**src/rtl/crc_wide_pkg.sv**
```systemverilog
package crc_wide_pkg;
  localparam int CRC_W = 32;
  localparam logic [CRC_W-1:0] CRC_POLY = 32'h04C1_1DB7;
  localparam logic [CRC_W-1:0] CRC_SEED = '1;

  typedef logic [CRC_W-1:0] crc_t;

  typedef struct packed {
    logic valid;
    logic first;
    logic last;
  } word_tag_t;

  // One step of the serial shift register, MSB-first, no reflection.
  function automatic crc_t lfsr_bit(input crc_t s, input logic b);
    logic fb;
    fb = s[CRC_W-1] ^ b;
    return {s[CRC_W-2:0], 1'b0} ^ (fb ? CRC_POLY : '0);
  endfunction
endpackage

```
**src/rtl/crc_rst_sync.sv**
```systemverilog
module crc_rst_sync (
  input  logic clk,
  input  logic arst_n,
  output logic srst_n_o
);
  logic [1:0] sync_q;

  always_ff @(posedge clk or negedge arst_n) begin
    if (!arst_n) sync_q <= 2'b00;
    else         sync_q <= {sync_q[0], 1'b1};
  end

  assign srst_n_o = sync_q[1];
endmodule

```
**src/rtl/crc_tag_delay.sv**
```systemverilog
module crc_tag_delay
  import crc_wide_pkg::*;
#(
  parameter int DEPTH = 2
) (
  input  logic      clk,
  input  logic      rst_n,
  input  logic      valid_i,
  input  logic      first_i,
  input  logic      last_i,
  output logic      mid_valid_o,
  output word_tag_t tag_o
);
  word_tag_t entry;
  word_tag_t stage_d [DEPTH];
  word_tag_t stage_q [DEPTH];

  // Markers only count when the word is valid.
  always_comb begin
    entry.valid = valid_i;
    entry.first = valid_i & first_i;
    entry.last  = valid_i & last_i;
  end

  for (genvar k = 0; k < DEPTH; k++) begin : g_stage
    if (k == 0) begin : g_head
      assign stage_d[k] = entry;
    end else begin : g_body
      assign stage_d[k] = stage_q[k-1];
    end
    always_ff @(posedge clk or negedge rst_n) begin
      if (!rst_n) stage_q[k] <= '0;
      else        stage_q[k] <= stage_d[k];
    end
  end

  assign mid_valid_o = stage_q[0].valid;
  assign tag_o       = stage_q[DEPTH-1];

  assert_markers_masked_R9: assert property (@(posedge clk) disable iff (!rst_n)
    !valid_i |=> (!stage_q[0].first && !stage_q[0].last));
endmodule

```
**src/rtl/crc_data_term.sv**
```systemverilog
module crc_data_term
  import crc_wide_pkg::*;
#(
  parameter int DATA_W   = 64,
  parameter int SEGMENTS = 2
) (
  input  logic              clk,
  input  logic              rst_n,
  input  logic              load1_i,
  input  logic              load2_i,
  input  logic [DATA_W-1:0] data_i,
  output crc_t              term_o
);
  localparam int SEG_W = DATA_W / SEGMENTS;

  // Register contribution of a single set data bit, starting from zero state.
  function automatic crc_t data_col(input int idx);
    crc_t s;
    s = '0;
    for (int k = DATA_W - 1; k >= 0; k--) s = lfsr_bit(s, (k == idx));
    return s;
  endfunction

  function automatic logic [SEG_W-1:0] seg_mask(input int seg, input int row);
    logic [SEG_W-1:0] m;
    crc_t c;
    for (int b = 0; b < SEG_W; b++) begin
      c    = data_col(seg * SEG_W + b);
      m[b] = c[row];
    end
    return m;
  endfunction

  logic [SEGMENTS-1:0][CRC_W-1:0] part_d, part_q;
  crc_t fold_d, term_q;

  // Stage 1: partial XOR per data segment.
  for (genvar sg = 0; sg < SEGMENTS; sg++) begin : g_seg
    for (genvar r = 0; r < CRC_W; r++) begin : g_row
      localparam logic [SEG_W-1:0] MASK = seg_mask(sg, r);
      assign part_d[sg][r] = ^(data_i[sg*SEG_W +: SEG_W] & MASK);
    end
  end

  // Stage 2: fold the partials together.
  always_comb begin
    fold_d = '0;
    for (int sg = 0; sg < SEGMENTS; sg++) fold_d = fold_d ^ part_q[sg];
  end

  always_ff @(posedge clk or negedge rst_n) begin
    if (!rst_n) begin
      part_q <= '0;
      term_q <= '0;
    end else begin
      if (load1_i) part_q <= part_d;
      if (load2_i) term_q <= fold_d;
    end
  end

  assign term_o = term_q;

  assert_zero_word_R3: assert property (@(posedge clk) disable iff (!rst_n)
    (load1_i && data_i == '0) |=> (part_q == '0));
endmodule

```
**src/rtl/crc_state_term.sv**
```systemverilog
module crc_state_term
  import crc_wide_pkg::*;
#(
  parameter int DATA_W = 64
) (
  input  crc_t state_i,
  output crc_t term_o
);
  // Register after DATA_W zero-bit shifts from a single set state bit.
  function automatic crc_t state_col(input int idx);
    crc_t s;
    s      = '0;
    s[idx] = 1'b1;
    for (int k = 0; k < DATA_W; k++) s = lfsr_bit(s, 1'b0);
    return s;
  endfunction

  function automatic crc_t row_mask(input int row);
    crc_t m;
    crc_t c;
    for (int j = 0; j < CRC_W; j++) begin
      c    = state_col(j);
      m[j] = c[row];
    end
    return m;
  endfunction

  for (genvar r = 0; r < CRC_W; r++) begin : g_row
    localparam crc_t MASK = row_mask(r);
    assign term_o[r] = ^(state_i & MASK);
  end
endmodule

```
**src/rtl/crc_wide_pipe.sv**
```systemverilog
module crc_wide_pipe
  import crc_wide_pkg::*;
#(
  parameter int DATA_W   = 64,
  parameter int SEGMENTS = 2
) (
  input  logic              clk,
  input  logic              rst_n,
  input  logic              in_valid,
  input  logic              in_first,
  input  logic              in_last,
  input  logic [DATA_W-1:0] in_data,
  output logic [CRC_W-1:0]  crc_out,
  output logic              crc_valid
);
  localparam int PIPE_DEPTH = 2;

  logic      srst_n;
  logic      mid_valid;
  word_tag_t tag_at_state;
  crc_t      data_term, state_base, state_term, merged;
  crc_t      state_d, state_q, res_d, res_q;
  logic      vld_d, vld_q;

  crc_rst_sync u_rst (
    .clk      (clk),
    .arst_n   (rst_n),
    .srst_n_o (srst_n)
  );

  crc_tag_delay #(.DEPTH(PIPE_DEPTH)) u_tags (
    .clk         (clk),
    .rst_n       (srst_n),
    .valid_i     (in_valid),
    .first_i     (in_first),
    .last_i      (in_last),
    .mid_valid_o (mid_valid),
    .tag_o       (tag_at_state)
  );

  crc_data_term #(.DATA_W(DATA_W), .SEGMENTS(SEGMENTS)) u_data (
    .clk     (clk),
    .rst_n   (srst_n),
    .load1_i (in_valid),
    .load2_i (mid_valid),
    .data_i  (in_data),
    .term_o  (data_term)
  );

  crc_state_term #(.DATA_W(DATA_W)) u_state (
    .state_i (state_base),
    .term_o  (state_term)
  );

  // Next-state logic.
  always_comb begin
    state_base = tag_at_state.first ? CRC_SEED : state_q;
    merged     = state_term ^ data_term;
    state_d    = tag_at_state.valid ? merged : state_q;
    vld_d      = tag_at_state.valid & tag_at_state.last;
    res_d      = vld_d ? ~merged : res_q;
  end

  always_ff @(posedge clk or negedge srst_n) begin
    if (!srst_n) begin
      state_q <= CRC_SEED;
      res_q   <= '0;
      vld_q   <= 1'b0;
    end else begin
      state_q <= state_d;
      res_q   <= res_d;
      vld_q   <= vld_d;
    end
  end

  assign crc_out   = res_q;
  assign crc_valid = vld_q;

  assert_idle_holds_state_R5: assert property (@(posedge clk) disable iff (!srst_n)
    !$past(in_valid, 3) |-> $stable(state_q));

  assert_result_timing_R6: assert property (@(posedge clk) disable iff (!srst_n)
    crc_valid |-> $past(in_valid && in_last, 3));

  assert_output_holds_R7: assert property (@(posedge clk) disable iff (!srst_n)
    !crc_valid |-> $stable(crc_out));
endmodule

```
**config.mk**
```make
export PLATFORM = sky130hd
export DESIGN_NAME = crc_wide_pipe
export DESIGN_NICKNAME = d
export VERILOG_FILES = /design/src/rtl/crc_wide_pkg.sv /design/src/rtl/crc_rst_sync.sv /design/src/rtl/crc_tag_delay.sv /design/src/rtl/crc_data_term.sv /design/src/rtl/crc_state_term.sv /design/src/rtl/crc_wide_pipe.sv
export SDC_FILE = /design/constraint.sdc
export NUM_CORES = 1
export LEC_CHECK = 0
export BUFFER_PORTS_ARGS = -buffer_cell sky130_fd_sc_hd__buf_2
export CAP_MARGIN = 20
export CORE_UTILIZATION = 40
export CTS_CLUSTER_DIAMETER = 200
export DETAILED_ROUTE_END_ITERATION = 16
export GPL_ROUTABILITY_DRIVEN = 1
export PLACE_DENSITY = 0.58
export SYNTH_ARGS = -nofsm -noshare
export SYNTH_HDL_FRONTEND = slang
export SYNTH_HIERARCHICAL = 1
export SYNTH_SLANG_ARGS = --single-unit
```
**constraint.sdc**
```tcl
create_clock -name clk -period 6.59 [get_ports clk]
set_input_delay 1.318 -clock clk [delete_from_list [all_inputs] [get_ports clk]]
set_output_delay 1.318 -clock clk [all_outputs]
set_load 0.02 [all_outputs]
```
==> results of run 1 <==
-- area by class of cell --
type,instances,area share
Sequential cell,169,0.276
Clock buffer,18,0.0277
Multi-Input combinational cell,988,0.612
Inverter,2,0.000485
Tap cell,455,0.0368
Timing Repair Buffer,107,0.0378
Clock inverter,14,0.00897
-- worst min path at each step --
| stage | cells after the start | start | slack [ns] | to |
|---|---|---|---|---|
| floorplan | 0 | u_rst/sync_q[0]$_DFF_PN0_ | 0.33 | u_rst/sync_q[1]$_DFF_PN0_ |
| global placement | 0 | u_tags/stage_d[0]$_DFF_PN0_ | 0.34 | u_tags/tag_o[0]$_DFF_PN0_ |
| detailed placement | 0 | u_rst/sync_q[0]$_DFF_PN0_ | 0.34 | u_rst/sync_q[1]$_DFF_PN0_ |
| CTS | 0 | u_rst/sync_q[0]$_DFF_PN0_ | 0.36 | u_rst/sync_q[1]$_DFF_PN0_ |
| global route | 0 | u_rst/sync_q[1]$_DFF_PN0_ | 0.15 | crc_out[11]$_DFFE_PN0P_ |
| finish | 0 | u_rst/sync_q[1]$_DFF_PN0_ | 0.14 | crc_out[8]$_DFFE_PN0P_ |
-- per-layer routing --
metal	up-vias	global-route usage
met5	-	0
met3	49	0.0283
met4	0	0.0726
li1	4016	-
met2	217	0.349
met1	4177	0.285
-- cell usage after synthesis --
| cell | number |
|---|---|
| inv_1 | 2 |
| xnor2_1 | 479 |
| dfrtp_1 | 137 |
| clkbuf_1 | 16 |
| buf_1 | 4 |
| mux2_2 | 35 |
| xnor2_2 | 16 |
| clkbuf_2 | 2 |
| nand2_2 | 1 |
| xor3_1 | 6 |
| and2_1 | 2 |
| nor2_1 | 93 |
| buf_2 | 72 |
| xor3_4 | 1 |
| xor2_1 | 106 |
| xor2_4 | 1 |
| clkbuf_8 | 1 |
| or2_2 | 32 |
| mux2i_1 | 1 |
| buf_4 | 10 |
| xnor3_1 | 75 |
| xnor3_2 | 4 |
| conb_1 | 1 |
| a21oi_1 | 93 |
| dfstp_2 | 32 |
| xnor2_4 | 2 |
| xor2_2 | 9 |
| mux2_4 | 31 |
| buf_6 | 5 |
-- kinds of logic (layout without fill, tap and decap cells) --
| family | count (synthesis) | count (layout) | share of synthesized area |
|---|---|---|---|
| compound gates | 93 | 93 | 0.0325 |
| simple gates | 128 | 128 | 0.0396 |
| buf+inv | 112 | 141 | 0.0417 |
| xor+xnor | 699 | 699 | 0.528 |
| flops | 169 | 169 | 0.298 |
| other cells | 1 | 1 | 0.000261 |
| mux | 67 | 67 | 0.0606 |
-- state kept, by name, summed over array words and instances, names as in the netlist, 2 cells and up --
| name | cells |
|---|---|
| crc_out | 32 |
| u_data/part_q | 64 |
| u_rst/sync_q | 2 |
| state_q | 32 |
| u_data/term_o | 32 |
| u_tags/stage_d | 2 |
| u_tags/tag_o | 3 |
-- critical path: stages (launching register included) --
cell and delay (ns):
dfrtp_1 0.73, or2_2 0.58, xnor2_1 0.63, xor2_1 0.25, xnor2_1 0.32, xor2_1 0.30, xnor2_1 0.21, mux2_2 0.29
-- per-stage QoR --
step,std cells,setup slack (ns),utilization,cell area (sq um),hold slack [ns]
final,1753,3.15,0.444,15500,0.135
after global routing,1753,3.04,0.444,15500,0.152
after CTS,1752,3.15,0.443,15500,0.357
after detailed placement,1720,3.17,0.427,14900,0.340
after global placement,1719,3.06,0.426,14900,0.337
after floorplan,1269,1.59,-,14300,0.331
==> results.md, run 1 <==
* Status: complete, no violations
* WL met2 at 17,700 um
* Initial Util at 0.411
* Global-route wire length before repair at 56,400 um
* RSZ-0062 raised after global routing: no
* Setup CP Type: flop to flop
* Sequential cell area at 0.00428 sq mm
* Rows at 68
* CP startpoint kind: flop
* Synth top area cells: xnor2_1 29%, dfrtp_1 24%, xnor3_1 12%
* I/O Buffers at 101
* R2R setup slack at 3.15 ns
* Minimum clock period at 3.44 ns
* Slew @ Worst Pin at 1.03 ns
* CP startpoint: u_tags/tag_o[1]$_DFF_PN0_
* Worst EP required at 6.92 ns
* Worst-path fanout max at 32
* # DRC at 0
* Synth area leader: xnor2_1
* Wl on met1 at 16,800 um
* Final Routed Wirelength at 37,000 um
* Syn-to-layout area delta at 7.94%
* # nets final at 1,354
* Worst Setup End Kind: flop
* DRT iter0 DRCs at 534
* Max Cap Viol at 0
* DR WL/cell at 21.1 um
* Synth Instances at 1,269
* Die height at 191 um
* Largest net degree at the start of global routing at 90
* Hold Vio Cnt, Final at 0
* Via count at 8,459
* Data arrival, critical path at 3.77 ns
* Syn avg cell area at 11.3 sq um
* Met3 routed WL at 1410 um
* Clk_skew at 0.0111 ns
* Clk slew on worst S/H paths at 0.07 ns
* FF+latch count, synth at 169
* CTS H-tree depth at 4
* Worst-Skew Late Latency at 0.44 ns
* Slew margin rel. at 0.316
* R2R Path Start: u_tags/tag_o[1]$_DFF_PN0_
* Routed vias/inst at 4.83
* Final setup viols at 0
* Most frequent cells in the layout: 479 x xnor2_1, 134 x dfrtp_1, 106 x xor2_1
* Slew Limit Fails at 0
* Synth warn at 6
* Final period util at 0.522
* Setup_tns at 0 ns
* Hold crit path type: flop to asynchronous set/reset pin
* Overflow left after global routing at 0
* Post-CTS Hold Fix Bufs at 0
* Max clock buf depth at 2
* Pre-antenna DRT Iters at 4
* Die footprint at 0.0366 sq mm
* Reg2reg end: crc_out[31]$_DFFE_PN0P_
* Fillers at 3,371
* Ant diodes at 0
* DIE WIDTH at 191 um
* Post-synth top area share at 0.293
* Register area share after synthesis at 0.298
* Share of post-route cells with drive strength above 1 at 0.235
* Setup Buffers After CTS at 0
* Mapped Nets at 1,338
* Core box area at 0.0349 sq mm
* Root buf cell: clkbuf_16
* Initial antenna violation count at 0
* Num CTS Buffers at 17
* GRT Overall Usage at 0.212
* Most common cell after layout, fill and taps aside: xnor2_1
* Detail Placement HPWL at 29,200 um
* Vias in the first global route at 9,004
* CTS Sinks at 169
* Ports at 102
* Footprint of the multi-input gates at 0.00947 sq mm
* Mapped cell area at 0.0143 sq mm
* Final RePlAce weighted congestion at 0.937
* Number of library cell types mapped by synthesis at 29
* Uppermost layer routed: met4
* Post-route ant nets at 0
* Fmax at 291 MHz
* Post-CTS resize count at 0
* Setup crit end: crc_out[31]$_DFFE_PN0P_
* TritonCTS clock tree: done
* R2R depth at 7
Power of run 1 is left out: the tool's default activity adds up to more than one toggle a clock period on the data nets, which glitch-free logic cannot reach.
==> run 2: changes to the inputs <==
--- a/config.mk
+++ b/config.mk
@@ -11,7 +11,7 @@
 export CTS_CLUSTER_DIAMETER = 200
 export DETAILED_ROUTE_END_ITERATION = 16
 export GPL_ROUTABILITY_DRIVEN = 1
-export PLACE_DENSITY = 0.58
+export PLACE_DENSITY = 0.6
 export SYNTH_ARGS = -nofsm -noshare
 export SYNTH_HDL_FRONTEND = slang
 export SYNTH_HIERARCHICAL = 1
==> constraint.sdc (replaced) <==
create_clock -name clk -period 2.8 [get_ports clk]
set_input_delay 0.56 -clock clk [delete_from_list [all_inputs] [get_ports clk]]
set_output_delay 0.56 -clock clk [all_outputs]
set_load 0.02 [all_outputs]
==> results.md, run 2 (synthesized netlist as in run 1, its figures left out) <==
* Die footprint at 0.0366 sq mm
* # DRC at 0
* Final Routed Wirelength at 38,400 um
* Post-route ant nets at 0
* GRT Overall Usage at 0.216
* Most flops, register: u_data/part_q
* # nets final at 1,417
* Routed vias/inst at 4.81
* Largest net degree at the start of global routing at 92
* CTS Sinks at 169
* Hold Vio Cnt, Final at 0
* Core box area at 0.0349 sq mm
* Slew @ Worst Pin at 0.657 ns
* Data arrival, critical path at 3.09 ns
* TritonCTS clock tree: done
* DR WL/cell at 21.1 um
* I/O Buffers at 101
* RSZ-0062 raised after global routing: yes
* Root buf cell: clkbuf_16
* Worst EP required at 3.11 ns
* Initial Util at 0.411
* Most common cell on crit path: xnor2_1
* Max reg flops at 64
* Final period util at 0.993
* DIE WIDTH at 191 um
* CP Cell Sequence: buf_12 > or2_2 > xor2_1 > buf_4 > xnor2_1 > xnor2_1 > buf_4 > xnor2_1 > xnor2_1 > mux2_4
* Rows at 68
* Most frequent cells in the layout: 464 x xnor2_1, 134 x dfrtp_1, 103 x xor2_1
* Setup CP Type: flop to flop
* Status: complete, no violations
* CP startpoint: u_tags/tag_o[1]$_DFF_PN0_
* CTS H-tree depth at 4
* Ports at 102
* Worst Setup End Kind: flop
* Via count at 8,729
* Pre-antenna DRT Iters at 5
* Syn-to-layout area delta at 12.6%
* Vias in the first global route at 9,110
* Worst-path fanout max at 32
* Worst path max stage delay at 0.42 ns
* Worst-Skew Late Latency at 0.43 ns
* Overflow left after global routing at 0
* CP max-delay cell: or2_2
* Initial antenna violation count at 0
* CP startpoint kind: flop
* Clk slew on worst S/H paths at 0.07 ns
* Max Cap Viol at 0
* Slew Limit Fails at 0
* Ant diodes at 0
* Final setup viols at 0
* Minimum clock period at 2.78 ns
* Final RePlAce weighted congestion at 0.929
* Clk_skew at 0.0120 ns
* Minimum hold slack at 0.285 ns
* Share of post-route cells with drive strength above 1 at 0.288
* Detail Placement HPWL at 30,500 um
* Global-route wire length before repair at 57,500 um
* Fin cells at 1,816
* Hold crit path type: flop to asynchronous set/reset pin
* Num CTS Buffers at 17
* Max clock buf depth at 2
* R2R Path Start: u_tags/tag_o[1]$_DFF_PN0_
* Fmax at 360 MHz
* Slew margin rel. at 0.562
* Fillers at 3,306
* Die height at 191 um
* # placed instances at 1,781
* Most common cell after layout, fill and taps aside: xnor2_1
* DRT iter0 DRCs at 524
[run 2: metal layers]
layer | share of wire | vias to the layer above | global-route usage
met3 | 0.029 | 40 | 0.0228
met1 | 0.45 | 4364 | 0.288
met2 | 0.50 | 172 | 0.372
li1 | - | 4153 | -
met4 | 0.022 | 0 | 0.0553
met5 | 0 | - | 0
[run 2: area by class of cell]
class / count / area (sq um) / area share
multi-input cells: 988 / 9630 / 0.596
clock inverters: 14 / 138 / 0.00852
clock buffers: 18 / 439 / 0.0272
well taps: 455 / 569 / 0.0353
flip-flops and latches: 169 / 4280 / 0.265
inverters: 2 / 7.51 / 0.000465
repair buffers: 170 / 1090 / 0.0676
[run 2: what timing repair did]
item | 4_1_cts | 5_1_grt
buffers inserted | 0 | 2
pin swaps | 0 | 1
gates resized for setup | 3 | 22
setup endpoints to repair | 2 | 19
hold endpoints to repair | 2 | 0
hold buffers | 1 | 0
[run 2: stage by stage]
step           TNS [ns]  utilization  setup slack, ns  instance area [sq um]
2_1_floorplan         0            -           0.0359                  14300
3_3_place_gp    -0.0506        0.441          -0.0449                  15400
3_5_place_dp    -0.0272        0.441          -0.0272                  15400
4_1_cts               0        0.459          0.00326                  16000
5_1_grt         -0.0122        0.463          -0.0103                  16100
6_report              0        0.463           0.0186                  16100
[run 2: critical path, delay by kind of cell (launching register included)]
kind                   cells  cell delay, ns
multiplexers               1            0.28
AND/OR/NAND/NOR            1            0.42
flip-flops                 1            0.40
XOR/XNOR                   5            1.04
buffers and inverters      3            0.50
[run 2: worst paths after layout]
check | end | slack [ns] | cells past startpoint
max in group asynchronous | u_tags/tag_o[2]$_DFF_PN0_ | 1.63 | 1
worst min register to register | u_data/term_o[5]$_DFFE_PN0P_ | 0.29 | 0
worst max register to register | crc_out[24]$_DFFE_PN0P_ | 0.02 | 10
worst min-delay path | u_data/term_o[5]$_DFFE_PN0P_ | 0.29 | 0
min in group clk | u_tags/stage_d[1]$_DFF_PN0_ | 0.35 | 2
worst max-delay path | crc_out[24]$_DFFE_PN0P_ | 0.02 | 10
Power of run 2 is left out for the same reason.
==> run 3: changes to the inputs <==
--- a/config.mk
+++ b/config.mk
@@ -11,7 +11,7 @@
 export CTS_CLUSTER_DIAMETER = 200
 export DETAILED_ROUTE_END_ITERATION = 16
 export GPL_ROUTABILITY_DRIVEN = 1
-export PLACE_DENSITY = 0.6
+export PLACE_DENSITY = 0.58
 export SYNTH_ARGS = -nofsm -noshare
 export SYNTH_HDL_FRONTEND = slang
 export SYNTH_HIERARCHICAL = 1
==> constraint.sdc (replaced) <==
create_clock -name clk -period 2.9 [get_ports clk]
set_input_delay 0.58 -clock clk [delete_from_list [all_inputs] [get_ports clk]]
set_output_delay 0.58 -clock clk [all_outputs]
set_load 0.02 [all_outputs]
==> results.md, run 3 (synthesized netlist as in run 1, its figures left out) <==
* Status: complete, no violations
* Worst EP required at 3.22 ns
* Hold_sp: u_tags/stage_d[0]$_DFF_PN0_
* Num CTS Buffers at 17
* Max Cap Viol at 0
* Syn-to-layout area delta at 11.5%
* Detail Placement HPWL at 30,500 um
* Worst path depth at 9
* Pre-antenna DRT Iters at 5
* Most common cell on crit path: xnor2_1
* Final period util at 0.967
* Setup_tns at 0 ns
* Fillers at 3,371
* # nets final at 1,402
* Most frequent cells in the layout: 474 x xnor2_1, 134 x dfrtp_1, 105 x xor2_1
* Root buf cell: clkbuf_16
* Hold Vio Cnt, Final at 0
* CP startpoint kind: flop
* Max reg flops at 64
* DR WL/cell at 20.9 um
* Worst-Skew Late Latency at 0.44 ns
* GRT Overall Usage at 0.216
* Footprint of the multi-input gates at 0.00952 sq mm
* Final RePlAce weighted congestion at 0.919
* Worst path max stage delay at 0.44 ns
* Hold crit path type: flop to flop
* Minimum clock period at 2.80 ns
* Worst-path fanout max at 32
* TritonCTS clock tree: done
* Slew margin rel. at 0.304
* CP max-delay cell: or2_2
* Share of post-route cells with drive strength above 1 at 0.267
* Top delay family on crit path: XOR/XNOR gates
* Largest net degree at the start of global routing at 66
* Critical path buffers and inverters at 2
* # DRC at 0
* Most flops, register: u_data/part_q
* Global-route wire length before repair at 57,500 um
* R2R setup slack at 0.1 ns
* Slew Limit Fails at 0
* Routed vias/inst at 4.74
* Reg2reg end: crc_out[26]$_DFFE_PN0P_
* Worst Setup End Kind: flop
* Overflow left after global routing at 0
* Most common cell after layout, fill and taps aside: xnor2_1
* Sequential cell area at 0.00428 sq mm
* Max clock buf depth at 2
* CP startpoint: u_tags/tag_o[1]$_DFF_PN0_
* Die footprint at 0.0366 sq mm
* RSZ-0062 raised after global routing: no
* CTS Sinks at 169
* Ports at 102
* I/O Buffers at 101
* R2R depth at 9
* Clk slew on worst S/H paths at 0.08 ns
* CTS H-tree depth at 4
* CP Cell Sequence: buf_12 > or2_2 > xnor2_1 > xnor2_1 > buf_4 > xnor3_1 > xnor2_1 > xnor2_1 > mux2_4
* Final Routed Wirelength at 37,600 um
* Data arrival, critical path at 3.13 ns
* Fmax at 357 MHz
* Setup Buffers After CTS at 0
* Via count at 8,528
* Vias in the first global route at 9,098
* Die height at 191 um
* Initial Util at 0.411
* Core box area at 0.0349 sq mm
* R2R Path Start: u_tags/tag_o[1]$_DFF_PN0_
* Setup crit end: crc_out[26]$_DFFE_PN0P_
* DIE WIDTH at 191 um
* Ant diodes at 0
* Final setup viols at 0
* Slew @ Worst Pin at 1.04 ns
* Initial antenna violation count at 0
* DRT iter0 DRCs at 561
* Setup CP Type: flop to flop
* Rows at 68
* Clk_skew at 0.0120 ns
* Post-route ant nets at 0
==> run 3: changes by cell type in the layout (fill, tap and decap cells not counted), moves of 2 or more <==
cell,change
xnor2_1,+10
clkinv_4,+2
bufinv_16,+2
xnor3_2,-4
xor2_2,-2
buf_4,-16
clkinvlp_4,-2
xor2_1,+2
xnor3_1,+4
xnor2_2,-9
==> run 3: through the flow <==
| step | instances | util | setup WS [ns] | area (sq um) | hold slack (ns) |
|---|---|---|---|---|---|
| after floorplan | 1269 | - | 0.136 | 14300 | 0.284 |
| after global placement | 1768 | 0.439 | 0.0116 | 15300 | 0.335 |
| after CTS | 1801 | 0.457 | 0.0106 | 15900 | 0.341 |
| after detailed placement | 1768 | 0.439 | 0.0453 | 15300 | 0.336 |
| final | 1801 | 0.458 | 0.0961 | 16000 | 0.349 |
| after global routing | 1801 | 0.458 | 0.00637 | 16000 | 0.355 |
==> run 3: how the worst min path moves through the flow <==
stage                                   to  cells after the start
2_1_floorplan    u_rst/sync_q[0]$_DFF_PN0_                      0
3_3_place_gp     u_tags/tag_o[0]$_DFF_PN0_                      0
3_5_place_dp     u_tags/tag_o[0]$_DFF_PN0_                      0
4_1_cts        u_tags/stage_d[0]$_DFF_PN0_                      2
5_1_grt        u_tags/stage_d[1]$_DFF_PN0_                      2
6_report         u_tags/tag_o[0]$_DFF_PN0_                      0
==> run 3: area by class of cell <==
class	count	area share
multi-input cells	988	0.596
inverters	2	0.000470
clock buffers	18	0.0268
flip-flops and latches	169	0.267
clock inverters	14	0.0120
repair buffers	155	0.0620
well taps	455	0.0356
==> run 3: what timing repair did <==
action,CTS,global route
resized for setup,0,7
hold buffers,1,0
endpoints found under the setup margin,0,6
hold endpoints to repair,2,0
==> run 3: routing by layer <==
metal  GRT usage  share of wire  wire length [um]
met1       0.286           0.45             16900
met2       0.369           0.50             18700
met3      0.0264          0.031              1180
met4      0.0592          0.022               838
met5           0              0                 0
Power of run 3 is left out for the same reason.
